[src/rtl/io_hs_pkg.sv]
package io_hs_pkg;

  typedef struct packed {
    logic startRd;
    logic startWr;
    logic finishRd;
    logic finishWr;
  } hsStrobe_t;

  typedef enum logic {
    ST_IDLE = 1'b0,
    ST_EXEC = 1'b1
  } hsState_t;

endpackage

[src/rtl/io_hs_ctrl.sv]
module io_hs_ctrl
  import io_hs_pkg::*;
#(
  parameter int PHASES = 4,
  localparam int PW = (PHASES > 1) ? $clog2(PHASES) : 1
) (
  input  logic          clk,
  input  logic          rst_n,
  input  logic          cmdStart,
  input  logic          cmdWrite,
  input  logic          dataFlag,
  output logic [PW-1:0] phase,
  output hsStrobe_t     strb,
  output logic          done
);

  localparam logic [PW-1:0] LAST = PW'(PHASES - 1);

  hsState_t state;
  logic     opWrite;
  logic     atLast;
  logic     accept;
  logic     hit;

  assign atLast = (phase == LAST);
  assign accept = (state == ST_IDLE) && atLast && cmdStart;
  assign hit    = (state == ST_EXEC) && atLast && dataFlag;

  always_comb begin
    strb.startRd  = accept && !cmdWrite;
    strb.startWr  = accept && cmdWrite;
    strb.finishRd = hit && !opWrite;
    strb.finishWr = hit && opWrite;
  end

  assign done = strb.finishRd || strb.finishWr;

  always_ff @(posedge clk) begin
    if (!rst_n) begin
      phase <= '0;
    end else if (atLast) begin
      phase <= '0;
    end else begin
      phase <= phase + 1'b1;
    end
  end

  always_ff @(posedge clk) begin
    if (!rst_n) begin
      state   <= ST_IDLE;
      opWrite <= 1'b0;
    end else if (accept) begin
      state   <= ST_EXEC;
      opWrite <= cmdWrite;
    end else if (hit) begin
      state <= ST_IDLE;
    end
  end


  phase_wrap_chk: assert property (@(posedge clk) disable iff (!rst_n)
    (phase == LAST) |=> (phase == '0));


  done_phase_chk: assert property (@(posedge clk) disable iff (!rst_n)
    done |-> (phase == LAST));


  done_single_chk: assert property (@(posedge clk) disable iff (!rst_n)
    done |=> !done);

endmodule

[src/rtl/io_hs_path.sv]
module io_hs_path
  import io_hs_pkg::*;
#(
  parameter int WIDTH = 16
) (
  input  logic             clk,
  input  logic             rst_n,
  input  hsStrobe_t        strb,
  input  logic             devDataSet,
  input  logic [WIDTH-1:0] accIn,
  input  logic [WIDTH-1:0] dilIn,
  output logic             dataFlag,
  output logic             reqIn,
  output logic             reqOut,
  output logic [WIDTH-1:0] dolOut,
  output logic             accWe,
  output logic [WIDTH-1:0] accWdata
);

  logic anyStart;
  assign anyStart = strb.startRd || strb.startWr;

  always_ff @(posedge clk) begin
    if (!rst_n) begin
      dataFlag <= 1'b0;
    end else if (anyStart) begin
      dataFlag <= 1'b0;
    end else if (devDataSet) begin
      dataFlag <= 1'b1;
    end
  end

  always_ff @(posedge clk) begin
    if (!rst_n) begin
      reqIn <= 1'b0;
    end else if (strb.startRd) begin
      reqIn <= 1'b1;
    end else if (strb.finishRd) begin
      reqIn <= 1'b0;
    end
  end

  always_ff @(posedge clk) begin
    if (!rst_n) begin
      reqOut <= 1'b0;
      dolOut <= '0;
    end else if (strb.startWr) begin
      reqOut <= 1'b1;
      dolOut <= accIn;
    end else if (strb.finishWr) begin
      reqOut <= 1'b0;
    end
  end

  assign accWe    = strb.finishRd;
  assign accWdata = dilIn;


  req_excl_chk: assert property (@(posedge clk) disable iff (!rst_n)
    $onehot0({reqIn, reqOut}));


  dol_hold_chk: assert property (@(posedge clk) disable iff (!rst_n)
    (reqOut && $past(reqOut)) |-> $stable(dolOut));


  flag_clear_chk: assert property (@(posedge clk) disable iff (!rst_n)
    anyStart |=> !dataFlag);

endmodule

[src/rtl/io_handshake.sv]
module io_handshake
  import io_hs_pkg::*;
#(
  parameter int WIDTH  = 16,
  parameter int PHASES = 4,
  localparam int PW = (PHASES > 1) ? $clog2(PHASES) : 1
) (
  input  logic             clk,
  input  logic             rst_n,
  input  logic             cmdStart,
  input  logic             cmdWrite,
  input  logic [WIDTH-1:0] accIn,
  input  logic [WIDTH-1:0] dilIn,
  input  logic             devDataSet,
  output logic [PW-1:0]    minorPhase,
  output logic             reqIn,
  output logic             reqOut,
  output logic             dataFlag,
  output logic [WIDTH-1:0] dolOut,
  output logic             accWe,
  output logic [WIDTH-1:0] accWdata,
  output logic             done
);

  hsStrobe_t strb;

  io_hs_ctrl #(.PHASES(PHASES)) u_ctrl (
    .clk      (clk),
    .rst_n    (rst_n),
    .cmdStart (cmdStart),
    .cmdWrite (cmdWrite),
    .dataFlag (dataFlag),
    .phase    (minorPhase),
    .strb     (strb),
    .done     (done)
  );

  io_hs_path #(.WIDTH(WIDTH)) u_path (
    .clk        (clk),
    .rst_n      (rst_n),
    .strb       (strb),
    .devDataSet (devDataSet),
    .accIn      (accIn),
    .dilIn      (dilIn),
    .dataFlag   (dataFlag),
    .reqIn      (reqIn),
    .reqOut     (reqOut),
    .dolOut     (dolOut),
    .accWe      (accWe),
    .accWdata   (accWdata)
  );

endmodule

[config.mk]
export PLATFORM = sky130hd
export DESIGN_NAME = io_handshake
export DESIGN_NICKNAME = d
export VERILOG_FILES = /design/src/rtl/io_hs_pkg.sv /design/src/rtl/io_hs_ctrl.sv /design/src/rtl/io_hs_path.sv /design/src/rtl/io_handshake.sv
export SDC_FILE = /design/constraint.sdc
export NUM_CORES = 1
export LEC_CHECK = 0
export BUFFER_PORTS_ARGS = -buffer_cell sky130_fd_sc_hd__buf_4
export CORE_MARGIN = 5
export CORE_UTILIZATION = 39
export DETAILED_ROUTE_END_ITERATION = 10
export PLACE_DENSITY = 0.86
export SYNTH_ARGS = -nofsm -noshare
export SYNTH_HDL_FRONTEND = slang
export SYNTH_HIERARCHICAL = 1
export SYNTH_SLANG_ARGS = --single-unit
[constraint.sdc]
create_clock -name clk -period 2 [get_ports clk]
set_clock_uncertainty 0.15 [all_clocks]
set_input_delay 0.2 -clock clk [delete_from_list [all_inputs] [get_ports clk]]
set_output_delay 0.2 -clock clk [all_outputs]
set_load 0.03 [all_outputs]
==> impl_summary.log, run 1 <==
INFO  metric outcome = finished clean
INFO  metric criticalPathCategory = register to primary output
INFO  metric top_level_ports = 76
INFO  metric cp_top_family = flip-flops
INFO  metric wire_per_inst = approximately 14 um
INFO  metric globalRouteOverflowTotal = 0
INFO  metric avgSynthCellArea = approximately 11 sq um
INFO  metric power_after_layout = between 800 and 900 uW
INFO  metric buffer_depth_of_the_longest_clock_path = 2
INFO  metric post_drt_via_cell_ratio = ~4.6
INFO  metric yosys.area_share.adder = between 1 and 1.5%
INFO  metric hold_path.class = input port to register
INFO  metric finalCriticalPeriod = approximately 1.8 ns
INFO  metric fmax = ~550 MHz
INFO  metric ys_warn_count = 6
INFO  metric dpl.cell_count = 150
INFO  metric route.vias.total = slightly below 800
INFO  metric finalCritPeriodShare = approximately 90%
INFO  metric groute.usage.overall = approximately 13%
INFO  metric synthCells = 96
INFO  metric rows = 18
INFO  metric antenna_cells = 0
INFO  metric post-dp-hpwl = ~1600 um
INFO  metric static-leakage-power = slightly above 0.6 nW
INFO  metric setup.worst_path.end_class = primary output
INFO  metric dpl-instance-area = 1267 sq um
INFO  metric final.setup.worst_slack = roughly 0.19 ns
INFO  metric initial_utilization = about 42%
INFO  metric crit_buf_inv = 1
INFO  metric die-area = ~3800 sq um
INFO  metric grt_start_max_net_pins = 25
INFO  metric place.port_buffers = 43
INFO  metric maxCapViolations = 0
INFO  metric cts_inserted_buffers = 3
INFO  metric combinational_family_with_the_most_area_after_synthesis = simple AND/OR/NAND/NOR gates
INFO  metric detail_route.wirelength = roughly 2400 um
INFO  metric clock_sink_count = 23
INFO  metric pre_cts_ws = roughly 0.35 ns
INFO  metric global_route.peak_usage_layer = met2
INFO  metric timing.setup.tns = 0 ns
INFO  metric power_density = roughly 570 nW/um^2
INFO  metric first_pass_iters = 2
INFO  metric rsz0062_at_grt = false
INFO  metric tightestPinTransition = about 0.27 ns
INFO  metric die_width = approximately 62 um
INFO  metric post_route_cells_drive_above_1_share = a little under two fifths
INFO  metric hold_violation_count_in_the_final_report = 0
INFO  metric cp_slowest_cell = sky130_fd_sc_hd__dfxtp_1
INFO  metric layout.nets = 178
INFO  metric critical_path_arrival = between 1 and 1.5 ns
INFO  metric globalRouteMet3Util = 6.818%
INFO  metric ff_latch_area = approximately 460 sq um
INFO  metric core = roughly 2500 sq um
INFO  metric tritoncts = yes
INFO  metric grt_antenna_before_repair = 0
INFO  metric yosysSeqAreaShare = a little over two fifths
INFO  metric simple_logic_cell_fraction_of_the_synthesized_area = between 20% and 30%
INFO  metric ant_nets = 0
INFO  metric synth_cell_area = around 1000 sq um
INFO  metric globalplace.congestion = 0.6606
INFO  metric synth-compound-area-share = under 10%
INFO  metric report.final.slew_viol_count = 0
INFO  metric multi_input_logic_area = about 420 sq um
INFO  metric synthesized_netlist_net_count = 134
INFO  metric grt_first_pass_wirelength = 3622 um
INFO  metric cp.required = approximately 1.7 ns
INFO  metric netlist-cell-type-count = 21
INFO  metric grt_pass1_vias = approximately 800
INFO  metric worstSetupStartpointType = register
INFO  metric crit_chain = ha_1 > and3_4 > and2b_1 > buf_4
INFO  metric synth-xor-area-share = 0%
INFO  metric grt.met2_usage = approximately 23%
INFO  metric clk-insertion-delay-late = approximately 0.30 ns
INFO  metric crit_fanout = 5
INFO  metric slew-limit-headroom = a little over 80%
INFO  metric clk_pin_slew_worst_paths = between 0.1 and 0.15 ns
INFO  metric areaGrowthSynthToFinish = 37.87%
INFO  metric vertical_extent_of_the_die = 61.82 um
INFO  metric number_of_design_rule_violations_left_by_the_first_detailed_router_iteration = 10
INFO  metric stage_delay_of_the_slowest_cell_on_the_critical_path = roughly 0.38 ns
INFO  metric cts_htree_levels = 1
INFO  metric use_met1 = a little over an eighth
INFO  metric finalNonFillerCells = about 170
INFO  metric synth.area.mux_share = 16.25%
INFO  metric dr_drc_count = 0
INFO  metric clock_tree_root_driver_cell = sky130_fd_sc_hd__clkbuf_4
INFO  metric layout.cell_area.non_filler = ~1400 sq um
INFO  metric ys_ff_latch = 23
INFO  metric power.ir.vdd_worst = approximately 0.0005 V
INFO  metric fillers = between 200 and 250
INFO  metric finalSetupViolCount = 0
-- layer usage --
layer / vias to the layer above / routed length, um
li1: 381 / -
met1: 360 / 869
met2: 42 / 1194
met4: 0 / 7
met5: - / 0
met3: 2 / 298
-- synth_stat cells --
cell type | instances | area, sq um
sky130_fd_sc_hd__and3_4 | 1 | 11.26
sky130_fd_sc_hd__buf_4 | 17 | 127.6
sky130_fd_sc_hd__nor4b_4 | 1 | 23.77
sky130_fd_sc_hd__buf_6 | 1 | 11.26
sky130_fd_sc_hd__o21a_1 | 2 | 15.01
sky130_fd_sc_hd__nor2_1 | 3 | 11.26
sky130_fd_sc_hd__nor3b_1 | 1 | 7.510
sky130_fd_sc_hd__a21oi_1 | 1 | 5.000
sky130_fd_sc_hd__buf_12 | 1 | 20.02
sky130_fd_sc_hd__nor3b_2 | 1 | 12.51
sky130_fd_sc_hd__inv_1 | 1 | 3.750
sky130_fd_sc_hd__and3b_2 | 1 | 10.01
sky130_fd_sc_hd__ha_1 | 1 | 12.51
sky130_fd_sc_hd__nand3b_1 | 1 | 7.510
sky130_fd_sc_hd__nand2_1 | 2 | 7.510
sky130_fd_sc_hd__and2b_1 | 1 | 7.510
sky130_fd_sc_hd__mux2i_1 | 17 | 170.2
sky130_fd_sc_hd__clkbuf_1 | 1 | 3.750
sky130_fd_sc_hd__and2_1 | 1 | 6.260
sky130_fd_sc_hd__dfxtp_1 | 23 | 460.4
sky130_fd_sc_hd__nor2b_1 | 18 | 112.6
-- power by group --
group | switching, mW | total [mW] | internal (mW) | leakage [nW]
Clock | 0.132 | 0.210 | 0.0778 | 0.0150
Combinational | 0.0591 | 0.140 | 0.0813 | 0.410
Sequential | 0.00800 | 0.479 | 0.471 | 0.186
-- cells by family (layout without fill, tap and decap cells) --
group,count (synthesis),in the layout
simple gates,31,31
buf+inv,21,64
flops,23,23
mux,17,17
compound gates,3,3
fa+ha+maj,1,1
-- cells in the final DEF (no fill, tap or decap), drive strengths merged, types with 2 or more instances in the layout --
master,Yosys,layout
buf,19,44
clkbuf,1,4
dfxtp,23,23
dlygate4sd3,0,15
mux2i,17,17
nand2,2,2
nor2,3,3
nor2b,18,18
nor3b,2,2
o21a,2,2
-- metrics by stage --
step           util (%)  hold slack (ns)
3_5_place_dp      50.25           0.2502
6_report          57.24          0.01264
4_1_cts           57.24         0.001442
5_1_grt           57.24         0.005339
3_3_place_gp      50.25           0.2502
2_1_floorplan         -           0.1782
-- final timing paths --
kind	slack (ns)	start	end	cells after the start
setup / recovery	0.19	u_ctrl/phase[0]	accWe	4
hold / removal	0.01	accIn[0]	u_path/dolOut[0]	3
setup reg to reg	0.31	u_ctrl/phase[0]	u_path/dolOut[8]	6
hold reg to reg	0.32	u_ctrl/phase[0]	u_ctrl/phase[0]	1
-- final cells by class --
cell class	instances	area share, %
timing repair buffer	59	34.14
sequential	23	31.89
multi-input combinational	52	29.29
tap	30	2.600
clock buffer	4	1.820
inverter	1	0.2600
-- sequential cells by signal, summed over array words and instances (netlist names) --
signal / count
u_path/reqOut: 1
u_ctrl/state: 1
u_ctrl/phase: 2
u_path/reqIn: 1
u_ctrl/opWrite: 1
u_path/dataFlag: 1
u_path/dolOut: 16
-- worst min-delay path, delay by kind of cell --
family / cells / cell delay (ns)
simple gates: 1 / 0.10
mux: 1 / 0.06
buf+inv: 1 / 0.08
-- timing repair --
item,4_1_cts,5_1_grt
endpoints found under the setup margin,0,0
gates resized for setup,0,0
hold buffers,15,0
hold endpoints to repair,15,0
buffers inserted,0,0
(Power assumes the default switching activity.)
==> inputs of run 2 (changes only) <==
Settings changed: PLACE_DENSITY 0.86 to 0.84.
==> impl_summary.log, run 2 (same netlist as run 1, synthesis figures left out) <==
INFO  metric clock_sink_count = 23
INFO  metric top_level_ports = 76
INFO  metric place.port_buffers = 43
INFO  metric clk-insertion-delay-late = roughly 0.30 ns
INFO  metric cts_inserted_buffers = 3
INFO  metric r2r-end = u_path/dolOut[12]
INFO  metric grt_first_pass_wirelength = roughly 2800 um
INFO  metric core = approximately 2500 sq um
INFO  metric mostFrequentLayoutCells = 43 x sky130_fd_sc_hd__buf_4, 23 x sky130_fd_sc_hd__dfxtp_1, 18 x sky130_fd_sc_hd__nor2b_1
INFO  metric end_point_of_the_critical_path = accWe
INFO  metric route.vias.total = ~730
INFO  metric outcome = finished clean
INFO  metric slew-limit-headroom = 80.63%
INFO  metric postCtsResizedCells = 0
INFO  metric number_of_design_rule_violations_left_by_the_first_detailed_router_iteration = 13
INFO  metric cts.repair_timing.setup_buffer_count = 0
INFO  metric ant_nets = 0
INFO  metric dpl-instance-area = approximately 1300 sq um
INFO  metric clk_pin_slew_worst_paths = roughly 0.12 ns
INFO  metric first_pass_iters = 3
INFO  metric initial_utilization = 41.52%
INFO  metric globalplace.congestion = between 0.6 and 0.7
INFO  metric layout.nets = 174
INFO  metric finalCritPeriodShare = approximately 90%
INFO  metric crit_fanout = 5
INFO  metric cp_top_family = flip-flops
INFO  metric clock_tree_root_driver_cell = sky130_fd_sc_hd__clkbuf_4
INFO  metric hold_violation_count_in_the_final_report = 0
INFO  metric post_route_cells_drive_above_1_share = 39.26%
INFO  metric dr_drc_count = 0
INFO  metric power.ir.vdd_worst = about 0.00042 V
INFO  metric cp.required = approximately 1.7 ns
INFO  metric criticalPathCategory = register to primary output
INFO  metric buffer_depth_of_the_longest_clock_path = 2
INFO  metric reg2reg_from = u_ctrl/phase[0]
INFO  metric fin_worst_hold_slack = between 0.003 and 0.004 ns
INFO  metric layout.cells.most_common = sky130_fd_sc_hd__buf_4
INFO  metric finalSetupViolCount = 0
INFO  metric cp_slowest_cell = sky130_fd_sc_hd__dfxtp_1
INFO  metric finalCriticalPeriod = between 1.5 and 2 ns
INFO  metric die-area = 3822 sq um
INFO  metric antenna_cells = 0
INFO  metric fmax = 554.2 MHz
INFO  metric cts_htree_levels = 1
INFO  metric critical_path_arrival = between 1 and 1.5 ns
INFO  metric globalRouteOverflowTotal = 0
INFO  metric detail_route.wirelength = 2125 um
INFO  metric crit_chain = ha_1 > and3_4 > and2b_1 > buf_4
INFO  metric grt_start_max_net_pins = 25
INFO  metric startpoint = u_ctrl/phase[0]
INFO  metric stage_delay_of_the_slowest_cell_on_the_critical_path = about 0.38 ns
INFO  metric maxCapViolations = 0
INFO  metric grt_antenna_before_repair = 0
INFO  metric worstSetupStartpointType = register
INFO  metric tightestPinTransition = between 0.2 and 0.3 ns
INFO  metric grt_pass1_vias = 636
INFO  metric areaGrowthSynthToFinish = 34.17%
INFO  metric static-leakage-power = between 0.5 and 0.6 nW
INFO  metric hold_path.class = input port to register
INFO  metric layout.cell_area.non_filler = between 1000 and 1500 sq um
INFO  metric report.final.slew_viol_count = 0
INFO  metric cp.depth = 4
INFO  metric top_regs = u_path/dolOut x16, u_ctrl/phase x2
INFO  metric groute.usage.overall = 10.09%
INFO  metric die_width = 61.82 um
INFO  metric rsz0062_at_grt = false
INFO  metric setup.worst_path.end_class = primary output
INFO  metric largest_register_ff_count = 16
INFO  metric power_density = roughly 590 nW/um^2
INFO  metric wire_per_inst = 12.88 um
INFO  metric timing.setup.tns = 0 ns
INFO  metric r2r_cells = 6
INFO  metric crit_buf_inv = 1
INFO  metric registers.top_by_ff_count = u_path/dolOut
INFO  metric post_drt_via_cell_ratio = 4.394
INFO  metric vertical_extent_of_the_die = around 62 um
INFO  metric tritoncts = yes
INFO  metric reg2reg_setup_slack = roughly 0.34 ns
INFO  metric rows = 18
run 2: changes by cell type in the layout (fill, tap and decap cells not counted):
cell / change
sky130_fd_sc_hd__dlygate4sd3_1: -4
sky130_fd_sc_hd__clkbuf_1: -1
sky130_fd_sc_hd__clkinv_2: +1
run 2: tightest hold or removal path, delay by kind of cell:
family,cells,cell delay [ns]
buf+inv,1,0.08
simple gates,1,0.09
mux,1,0.06
run 2: final cells by class:
type	instances	area [sq um]
inverters	1	3.754
flip-flops and latches	23	460.4
fillers	227	1117
repair buffers	55	452.9
well taps	30	37.54
clock buffers	3	22.52
clock inverters	1	5.005
multi-input cells	52	422.9
run 2: how the worst min path moves through the flow:
stage / startpoint / end / slack, ns / cells after the start
after detailed placement: dilIn[11] / accWdata[11] / 0.25 / 0
final: accIn[7] / u_path/dolOut[7] / 0.003 / 3
after CTS: accIn[7] / u_path/dolOut[7] / 0.0001 / 3
after floorplan: rst_n / u_path/dolOut[0] / 0.18 / 1
after global placement: dilIn[11] / accWdata[11] / 0.25 / 0
after global routing: accIn[7] / u_path/dolOut[7] / 0.003 / 3
run 2: what timing repair did:
| action | 4_1_cts | 5_1_grt |
|---|---|---|
| endpoints found under the setup margin | 0 | 0 |
| hold buffers | 11 | 0 |
| hold endpoints to repair | 11 | 0 |
run 2: metal layers:
metal  GRT usage, %  up-vias  part of all wire, %
li1               -      374                    -
met1          12.08      320                   41
met2          17.19       31                   47
met3          3.512        0                   12
met4          2.727        0                    0
met5              0        -                    0
run 2: per-stage QoR:
step | std cells | power [mW] | util, % | worst slack (ns)
floorplan | 96 | 0.6092 | - | 0.1751
global placement | 150 | 0.6044 | 50.25 | 0.4309
detailed placement | 150 | 0.6079 | 50.25 | 0.3442
CTS | 165 | 0.8353 | 55.70 | 0.1717
global route | 165 | 0.8632 | 55.70 | 0.04791
finish | 165 | 0.8255 | 55.70 | 0.1957
run 2: power breakdown:
part | internal (mW) | total (mW) | switching, mW | leakage, nW
combinational | 0.0761 | 0.133 | 0.0572 | 0.393
sequential | 0.471 | 0.479 | 0.00816 | 0.186
clock | 0.0745 | 0.213 | 0.138 | 0.0177
